### src/rtl/pwrseq_pkg.sv
package pwrseq_pkg;
    typedef enum logic [1:0] {
        PS_OFF    = 2'd0,
        PS_WAIT   = 2'd1,
        PS_SAMPLE = 2'd2,
        PS_RUN    = 2'd3
    } pwrseq_state_e;
endpackage

### src/rtl/pwrseq_sync2.sv
module pwrseq_sync2 #(
    parameter logic RST_VAL = 1'b0
) (
    input  logic clk_i,
    input  logic rst_ni,
    input  logic d_i,
    output logic q_o
);
    logic [1:0] ff_d, ff_q;

    always_comb begin
        ff_d = {ff_q[0], d_i};
    end

    always_ff @(posedge clk_i or negedge rst_ni) begin
        if (!rst_ni) ff_q <= {2{RST_VAL}};
        else         ff_q <= ff_d;
    end

    assign q_o = ff_q[1];
endmodule

### src/rtl/pwrseq_pg_qual.sv
// Accepts one falling edge of the synchronized active-low power-good and
// remembers it until reset; the flag doubles as the disarm indication.
module pwrseq_pg_qual (
    input  logic clk_i,
    input  logic rst_ni,
    input  logic pg_n_i,
    output logic hit_o
);
    typedef struct packed {
        logic prev;
        logic hit;
    } qual_t;

    qual_t q_d, q_q;

    always_comb begin
        q_d      = q_q;
        q_d.prev = pg_n_i;
        if (!q_q.hit && q_q.prev && !pg_n_i) q_d.hit = 1'b1;
    end

    always_ff @(posedge clk_i or negedge rst_ni) begin
        if (!rst_ni) q_q <= '0;
        else         q_q <= q_d;
    end

    assign hit_o = q_q.hit;
endmodule

### src/rtl/pwrseq_timer.sv
module pwrseq_timer #(
    parameter int unsigned CW = 8
) (
    input  logic          clk_i,
    input  logic          rst_ni,
    input  logic          clr_i,
    input  logic          en_i,
    input  logic [CW-1:0] lim_i,
    output logic          done_o
);
    logic [CW-1:0] cnt_d, cnt_q;

    always_comb begin
        cnt_d = cnt_q;
        if (clr_i)     cnt_d = '0;
        else if (en_i) cnt_d = cnt_q + CW'(1);
    end

    always_ff @(posedge clk_i or negedge rst_ni) begin
        if (!rst_ni) cnt_q <= '0;
        else         cnt_q <= cnt_d;
    end

    assign done_o = en_i && (cnt_q == lim_i - CW'(1));
endmodule

### src/rtl/clkgen_pwrup_seq.sv
module clkgen_pwrup_seq
    import pwrseq_pkg::*;
#(
    parameter int unsigned REF_HZ      = 25_000_000,
    parameter int unsigned SEL_W       = 4,
    parameter int unsigned WAIT_CYC    = (REF_HZ / 1000) * 1146 / 1000,
    parameter int unsigned PG_DLY_CYC  = REF_HZ / 4000,
    parameter int unsigned OUT_DLY_CYC = REF_HZ / 4000
) (
    input  logic             clk_i,
    input  logic             rst_ni,
    input  logic             mode_pg_i,
    input  logic             pgood_ni,
    input  logic [SEL_W-1:0] fsel_i,
    output logic [SEL_W-1:0] sel_o,
    output logic             osc_en_o,
    output logic             out_en_o,
    output logic [1:0]       state_o
);
    localparam int unsigned MAX_A   = (WAIT_CYC > PG_DLY_CYC) ? WAIT_CYC : PG_DLY_CYC;
    localparam int unsigned CNT_MAX = (MAX_A > OUT_DLY_CYC) ? MAX_A : OUT_DLY_CYC;
    localparam int unsigned CW      = $clog2(CNT_MAX + 1);
    localparam logic [CW-1:0] LIM_WAIT = CW'(WAIT_CYC);
    localparam logic [CW-1:0] LIM_PG   = CW'(PG_DLY_CYC);
    localparam logic [CW-1:0] LIM_OUT  = CW'(OUT_DLY_CYC);

    typedef struct packed {
        pwrseq_state_e    st;
        logic             mode;
        logic [SEL_W-1:0] sel;
        logic             osc;
        logic             oe;
    } seq_t;

    seq_t r_d, r_q;

    logic          pg_s;
    logic          pg_hit;
    logic          tmr_clr;
    logic          tmr_en;
    logic [CW-1:0] tmr_lim;
    logic          tmr_done;

    pwrseq_sync2 #(.RST_VAL(1'b0)) u_sync (
        .clk_i  (clk_i),
        .rst_ni (rst_ni),
        .d_i    (pgood_ni),
        .q_o    (pg_s)
    );

    pwrseq_pg_qual u_qual (
        .clk_i  (clk_i),
        .rst_ni (rst_ni),
        .pg_n_i (pg_s),
        .hit_o  (pg_hit)
    );

    pwrseq_timer #(.CW(CW)) u_tmr (
        .clk_i  (clk_i),
        .rst_ni (rst_ni),
        .clr_i  (tmr_clr),
        .en_i   (tmr_en),
        .lim_i  (tmr_lim),
        .done_o (tmr_done)
    );

    always_comb begin
        r_d     = r_q;
        tmr_clr = 1'b0;
        tmr_en  = 1'b0;
        tmr_lim = LIM_WAIT;
        unique case (r_q.st)
            PS_OFF: begin
                r_d.st   = PS_WAIT;
                r_d.mode = mode_pg_i;
                tmr_clr  = 1'b1;
            end
            PS_WAIT: begin
                if (r_q.mode) begin
                    tmr_lim = LIM_PG;
                    tmr_en  = pg_hit;
                end else begin
                    tmr_en  = 1'b1;
                end
                if (tmr_done) begin
                    r_d.st  = PS_SAMPLE;
                    r_d.sel = fsel_i;
                    tmr_clr = 1'b1;
                end
            end
            PS_SAMPLE: begin
                tmr_lim = LIM_OUT;
                tmr_en  = 1'b1;
                if (tmr_done) begin
                    r_d.st  = PS_RUN;
                    tmr_clr = 1'b1;
                end
            end
            default: begin
                r_d.st = PS_RUN;
            end
        endcase
        r_d.osc = (r_d.st != PS_OFF);
        r_d.oe  = (r_d.st == PS_RUN);
    end

    always_ff @(posedge clk_i or negedge rst_ni) begin
        if (!rst_ni) r_q <= '{st: PS_OFF, mode: 1'b0, sel: '0, osc: 1'b0, oe: 1'b0};
        else         r_q <= r_d;
    end

    assign sel_o    = r_q.sel;
    assign osc_en_o = r_q.osc;
    assign out_en_o = r_q.oe;
    assign state_o  = r_q.st;
endmodule

### config.mk
export PLATFORM = sky130hd
export DESIGN_NAME = clkgen_pwrup_seq
export DESIGN_NICKNAME = d
export VERILOG_FILES = /design/src/rtl/pwrseq_pkg.sv /design/src/rtl/pwrseq_sync2.sv /design/src/rtl/pwrseq_pg_qual.sv /design/src/rtl/pwrseq_timer.sv /design/src/rtl/clkgen_pwrup_seq.sv
export SDC_FILE = /design/constraint.sdc
export NUM_CORES = 1
export LEC_CHECK = 0
export BUFFER_PORTS_ARGS = -buffer_cell sky130_fd_sc_hd__buf_4
export CORE_UTILIZATION = 45
export DETAILED_ROUTE_END_ITERATION = 12
export GPL_TIMING_DRIVEN = 0
export MAX_ROUTING_LAYER = met4
export PLACE_DENSITY = 0.61
export SYNTH_ARGS = -nofsm -noshare
export SYNTH_HDL_FRONTEND = slang
export SYNTH_SLANG_ARGS = --single-unit
### constraint.sdc
create_clock -name clk_i -period 6.4 [get_ports clk_i]
set_clock_uncertainty 0.15 [all_clocks]
set_input_delay 0.32 -clock clk_i [delete_from_list [all_inputs] [get_ports clk_i]]
set_output_delay 0.32 -clock clk_i [all_outputs]
set_load 0.01 [all_outputs]
Word-level counts from Yosys, hierarchy flattened
Index checks and enable logic that the tools add are counted.
W data, S select, Z words.
{"block": "totals", "reg_bits": 28, "out_inout_bits": 8, "wordCells": 36}
{"block": "classes", "add_sub_neg": 2, "n_eq_ne": 4, "mux": 11, "n_reduce_logical": 10}
{"op": "$mux W15", "count": 3}
{"op": "$pmux W15 S2", "count": 1}
{"op": "$add A15 B1 Y15 const B", "count": 1}
{"op": "$eq A15 B15 Y1", "count": 1}
{"op": "$sub A15 B1 Y15 const B", "count": 1}
{"op": "$pmux W2 S3", "count": 1}
{"op": "$eq A2 B2 Y1 const B", "count": 2}
{"op": "$mux W2", "count": 2}
{"op": "$pmux W1 S2", "count": 2}
{"op": "$reduce_bool A2 Y1", "count": 2}
{"op": "$logic_and A1 B1 Y1", "count": 3}
{"op": "$eq A2 B1 Y1 const B", "count": 1}
{"op": "$logic_not A1 Y1", "count": 2}
{"op": "$logic_not A2 Y1", "count": 1}
{"op": "$mux W1", "count": 2}
{"op": "$reduce_and A2 Y1", "count": 1}
{"op": "$reduce_or A2 Y1", "count": 1}

Depth between registers and ports, before layout
{"block": "depth", "word_depth": 8, "ltp_mapped": 9}

By module
A second synthesis with hierarchy kept.
{"block": "unflattened", "hier_cells": 197, "hier_area_um2": 1860.5}
{"mod": "pwrseq_timer", "n_inst": 1, "cells_per_inst": 146, "area_per_inst_um2": 1249.9, "seq_area_each_um2": 375.4}
{"mod": "clkgen_pwrup_seq", "n_inst": 1, "cells_per_inst": 45, "area_per_inst_um2": 499.2, "seq_area_each_um2": 225.2}
{"mod": "pwrseq_pg_qual", "n_inst": 1, "cells_per_inst": 4, "area_per_inst_um2": 61.3, "seq_area_each_um2": 50.0}
{"mod": "pwrseq_sync2", "n_inst": 1, "cells_per_inst": 2, "area_per_inst_um2": 50.0, "seq_area_each_um2": 50.0}

Least setup slack after synthesis
No wires, ideal clock.
{"block": "synth_path", "path_type": "flip-flop to flip-flop", "startpoint": "reg r_q, in the netlist state_o[1]", "endpoint": "reg u_tmr.cnt_q[11]", "setup_ns": 0.119, "t_arrival_ns": 2.013, "required_time_ns": 6.131, "slack_ns": 4.118, "stages_incl_launch_ff": 10, "synth_period_minus_slack_ns": 2.282, "path_cell_list": "dfrtp_1 inv_1 ha_1 clkbuf_2 inv_1 a31o_2 o31a_2 o41ai_2 buf_6 nor2_1"}
{"block": "synth_via", "elab_chain_cells": 8, "word_cells_on_any_way": 13, "classes_between": "add/sub (1); eq/ne (3); mux (5); reduce/logical (4)"}
{"element": "start: declaration", "line_no": "clkgen_pwrup_seq.sv:35", "source": "seq_t r_d, r_q;"}
{"element": "start signal: assignment", "line_no": "clkgen_pwrup_seq.sv:108", "source": "if (!rst_ni) r_q <= '{st: PS_OFF, mode: 1'b0, sel: '0, osc: 1'b0, oe: 1'b0};"}
{"element": "start signal: assignment", "line_no": "clkgen_pwrup_seq.sv:109", "source": "else r_q <= r_d;"}
{"element": "$eq A2 B2 Y1 / $eq A2 B1 Y1 (equally long branches)", "line_no": "clkgen_pwrup_seq.sv:72", "source": "unique case (r_q.st)"}
{"element": "$pmux W15 S2", "line_no": "clkgen_pwrup_seq.sv:72"}
{"element": "$sub A15 B1 Y15", "line_no": "pwrseq_timer.sv:24", "source": "assign done_o = en_i && (cnt_q == lim_i - CW'(1));"}
{"element": "$eq A15 B15 Y1", "line_no": "pwrseq_timer.sv:24"}
{"element": "$logic_and A1 B1 Y1", "line_no": "pwrseq_timer.sv:24"}
{"element": "$mux W1", "line_no": "clkgen_pwrup_seq.sv:85, clkgen_pwrup_seq.sv:94"}
{"element": "$pmux W1 S2", "line_no": "clkgen_pwrup_seq.sv:72"}
{"element": "$mux W15 / $reduce_bool A2 Y1 (equally long branches)"}
{"element": "end signal: assignment", "line_no": "pwrseq_timer.sv:21", "source": "else cnt_q <= cnt_d;"}
{"element": "end: declaration", "line_no": "pwrseq_timer.sv:11", "source": "logic [CW-1:0] cnt_d, cnt_q;"}
Parallel ways exist; a longest one is shown, timed or not.
A chain may end at the register's enable or synchronous reset.

Worst setup path in the final report
{"block": "layout_path", "startpoint": "reg r_q, in the netlist state_o[1]", "endpoint": "reg u_tmr.cnt_q[9]"}
The elaborated chain is that of the path after synthesis.

==> results.py <==
metrics = {
    "outcome": {
        "outcome": "finished clean",
    },
    "final_layout": {
        "nNetsFinal": 199,
        "drive_above_1_share_pct": 26.8,
        "syn_to_final_growth_pct": 15.6,
        "fill_cells": 323,
        "antenna_cells": 0,
        "final_util_pct": 56.3,
        "fin_area_um2": 1940,
    },
    "synthesis": {
        "synth.area.top_cells": "dfrtp_1, ha_1, xor2_1",
        "yosys_most_used_dff": "dfrtp_1",
        "synth_warnings": 0,
        "synth_cells": 162,
        "synth_seq_cells": 28,
        "yosysMostFrequentCell": "dfrtp_1",
        "synth_top_area_share_pct": 41.8,
        "ys_types": 48,
        "synth_nets": 177,
        "synth_area_leader_cell": "dfrtp_1",
        "synthArstFlopShare_pct": 100,
        "synth_area_um2": 1680,
        "ys_top_cells_by_count": "dfrtp_1, nor2_1, inv_1",
        "ys_seq_area_share_pct": 41.8,
        "synth_edf_count": 0,
        "avgSynthCellArea_um2": 10.4,
    },
    "cts": {
        "path_clk_slew_ps": 100,
        "htreeDepth": 1,
        "post_cts_buffers": 0,
        "clock_sinks": 28,
        "cts_tree": "built",
        "cts_made_buffers": 3,
        "clk_latency_ps": 280,
        "clockBufferDepth": 2,
        "cts_root_buf": "clkbuf_8",
    },
    "min_path": {
        "hold_end": "sel_o[2]",
        "worstHoldStart": "fsel_i[2]",
        "holdPathStages": 2,
        "hp-class": "in -> reg",
    },
    "global_routing": {
        "grt_pass1_wl_um": 6110,
        "grt_max_degree": 29,
        "grt_overflow": 0,
        "first_global_vias": 1332,
        "antenna_found_initial": 0,
        "track_usage_pct": 20.2,
    },
    "route": {
        "drt-initial-drc-count": 75,
        "wl_per_cell_um": 14.9,
        "ant_nets": 0,
        "num_vias": 1313,
        "viasPerCell": 5.73,
        "firstDrtPassIters": 4,
        "route.detailed.drc": 0,
        "wl_um": 3410,
    },
    "floorplanning": {
        "coreArea_um2": 3440,
        "die_y_um": 63.1,
        "die_w_um": 63.1,
        "start_util_pct": 48.7,
        "rows": 21,
        "die_area_um2": 3980,
        "boundaryPins": 16,
    },
    "timing": {
        "max_freq_mhz": 383,
        "slew_violations": 0,
        "relSlewSlack_pct": 60.7,
        "setup_viol": 0,
        "finalHoldViolations": 0,
        "fin_crit_sh_pct": 40.8,
        "min_period_ps": 2610,
        "timing.setup.tns_ps": 0,
        "rsz0062_at_grt": "no",
        "tightest_slew_ps": 590,
        "hold_ws_ps": 109,
    },
    "setup_path": {
        "critPathRequiredTime_ps": 6420,
        "ff2ff_setup_slack_ps": 3790,
        "rr_worst_depth": 9,
        "cp_max_fo": 10,
        "crit_chain": "inv_1 > ha_1 > clkbuf_2 > inv_1 > a31o_2 > o31a_2 > o41ai_2 > buf_6 > nor2_1",
        "worst_setup_path_start_kind": "register",
        "crit_path_end_kind": "register",
        "crit_top_cell": "inv_1",
        "crit_slowest_cell": "dfrtp_1",
        "arrival_ps": 2640,
        "crit-reg2reg-launch": "state_o[1]",
        "cpPeakStageDelay_ps": 460,
        "crit_type": "reg -> reg",
        "critPathLaunch": "state_o[1]",
        "rr_endpoint": "u_tmr.cnt_q[9]",
    },
    "pwr": {
        "power.density_nw_per_um2": 261,
        "ir_drop_uv": 141,
        "p_leak_uw": 0.000887,
    },
    "placement": {
        "routabilityCongestion": 0.831,
        "place_area_um2": 1850,
        "dp_hpwl_um": 2550,
        "port_buffers": 15,
    },
    "job": {
        "max_cap_viol_count": 0,
    },
}
## how the worst max path moves through the flow
stage / depth (start not counted) / slack [ps] / to
floorplan: 9 / 4120 / u_tmr.cnt_q[11]
global route: 9 / 3670 / u_tmr.cnt_q[9]
finish: 9 / 3790 / u_tmr.cnt_q[9]
global placement: 9 / 3890 / u_tmr.cnt_q[6]
CTS: 9 / 3790 / u_tmr.cnt_q[9]
detailed placement: 9 / 3800 / u_tmr.cnt_q[9]
## placed cells by master, fill, tap and decap left out, drive strengths merged, types with 2 or more instances in the layout
cell	Yosys	routed
buf	8	23
a31oi	2	2
xor2	7	7
inv	10	10
nor3	4	4
a21oi	7	7
a211o	2	2
o21ai	2	2
and3	6	6
nor2	12	12
o31a	2	2
a311oi	3	3
a21o	2	2
a31o	3	3
dfrtp	28	28
nand3	7	7
and2	2	2
nand4	8	8
o31ai	2	2
mux2	5	5
clkbuf	4	7
ha	7	7
and4	2	2
nor4	6	6
xnor2	5	5
dlygate4sd3	0	2
nand2	4	4
## sequential cells by signal, summed over array words and instances, names as in the netlist
register,flops
u_tmr.cnt_q,15
u_qual.hit_o,1
out_en_o,1
sel_o,4
r_q,1
state_o,2
u_qual.q_q,1
osc_en_o,1
u_sync.ff_q,2
## timing repair
item	CTS	global route
hold endpoints to repair	29	0
hold buffers	2	0
resized for setup	0	0
setup endpoints to repair	0	0
## metal layers
metal	track usage (%)	vias to the layer above	share of wire (%)
met3	2.54	5	3.7
met2	33.7	33	49
met1	25.2	645	46
met5	-	-	0
met4	6.98	0	1.6
li1	-	630	-
## logic make-up (layout without fill, tap and decap cells)
logic type	Yosys count	count (layout)	synth area share (%)
buffers and inverters	22	43	7.46
adder cells (fa/ha/maj)	7	7	5.22
flip-flops	28	28	41.8
AO/OA/AOI/OAI	29	29	14.2
XOR/XNOR	12	12	6.26
AND/OR/NAND/NOR	58	58	21.2
multiplexers	6	6	3.95
## stage by stage
step                setup WS [ps]  cells  total power (µW)
CTS                          3790    229               508
floorplan                    4120    162               330
global route                 3670    229               539
finish                       3790    229               506
global placement             3890    223               362
detailed placement           3800    223               367
## cell type report
cell class	count	area (µm²)	share of cell area (%)
buffer	12	87.6	4.52
clock buffer	3	41.3	2.13
clock inverter	1	30.0	1.55
inverter	10	37.5	1.94
multi-input combinational	112	852	43.9
sequential	28	701	36.1
tap	46	57.6	2.97
timing repair buffer	17	133	6.84
## worst max-delay path, delay by kind of cell, from the launching register on
kind / cells / cell delay (ps)
buffers and inverters: 4 / 650
DFF: 1 / 460
AOI/OAI and AO/OA: 3 / 1030
and+or+nand+nor: 1 / 60
adders and majority gates: 1 / 150
## power by group
| part | internal (µW) | switching (µW) |
|---|---|---|
| logic | 60.1 | 65.6 |
| clock network | 83.9 | 58.3 |
| registers | 204 | 34.0 |
(Power assumes the default switching activity.)
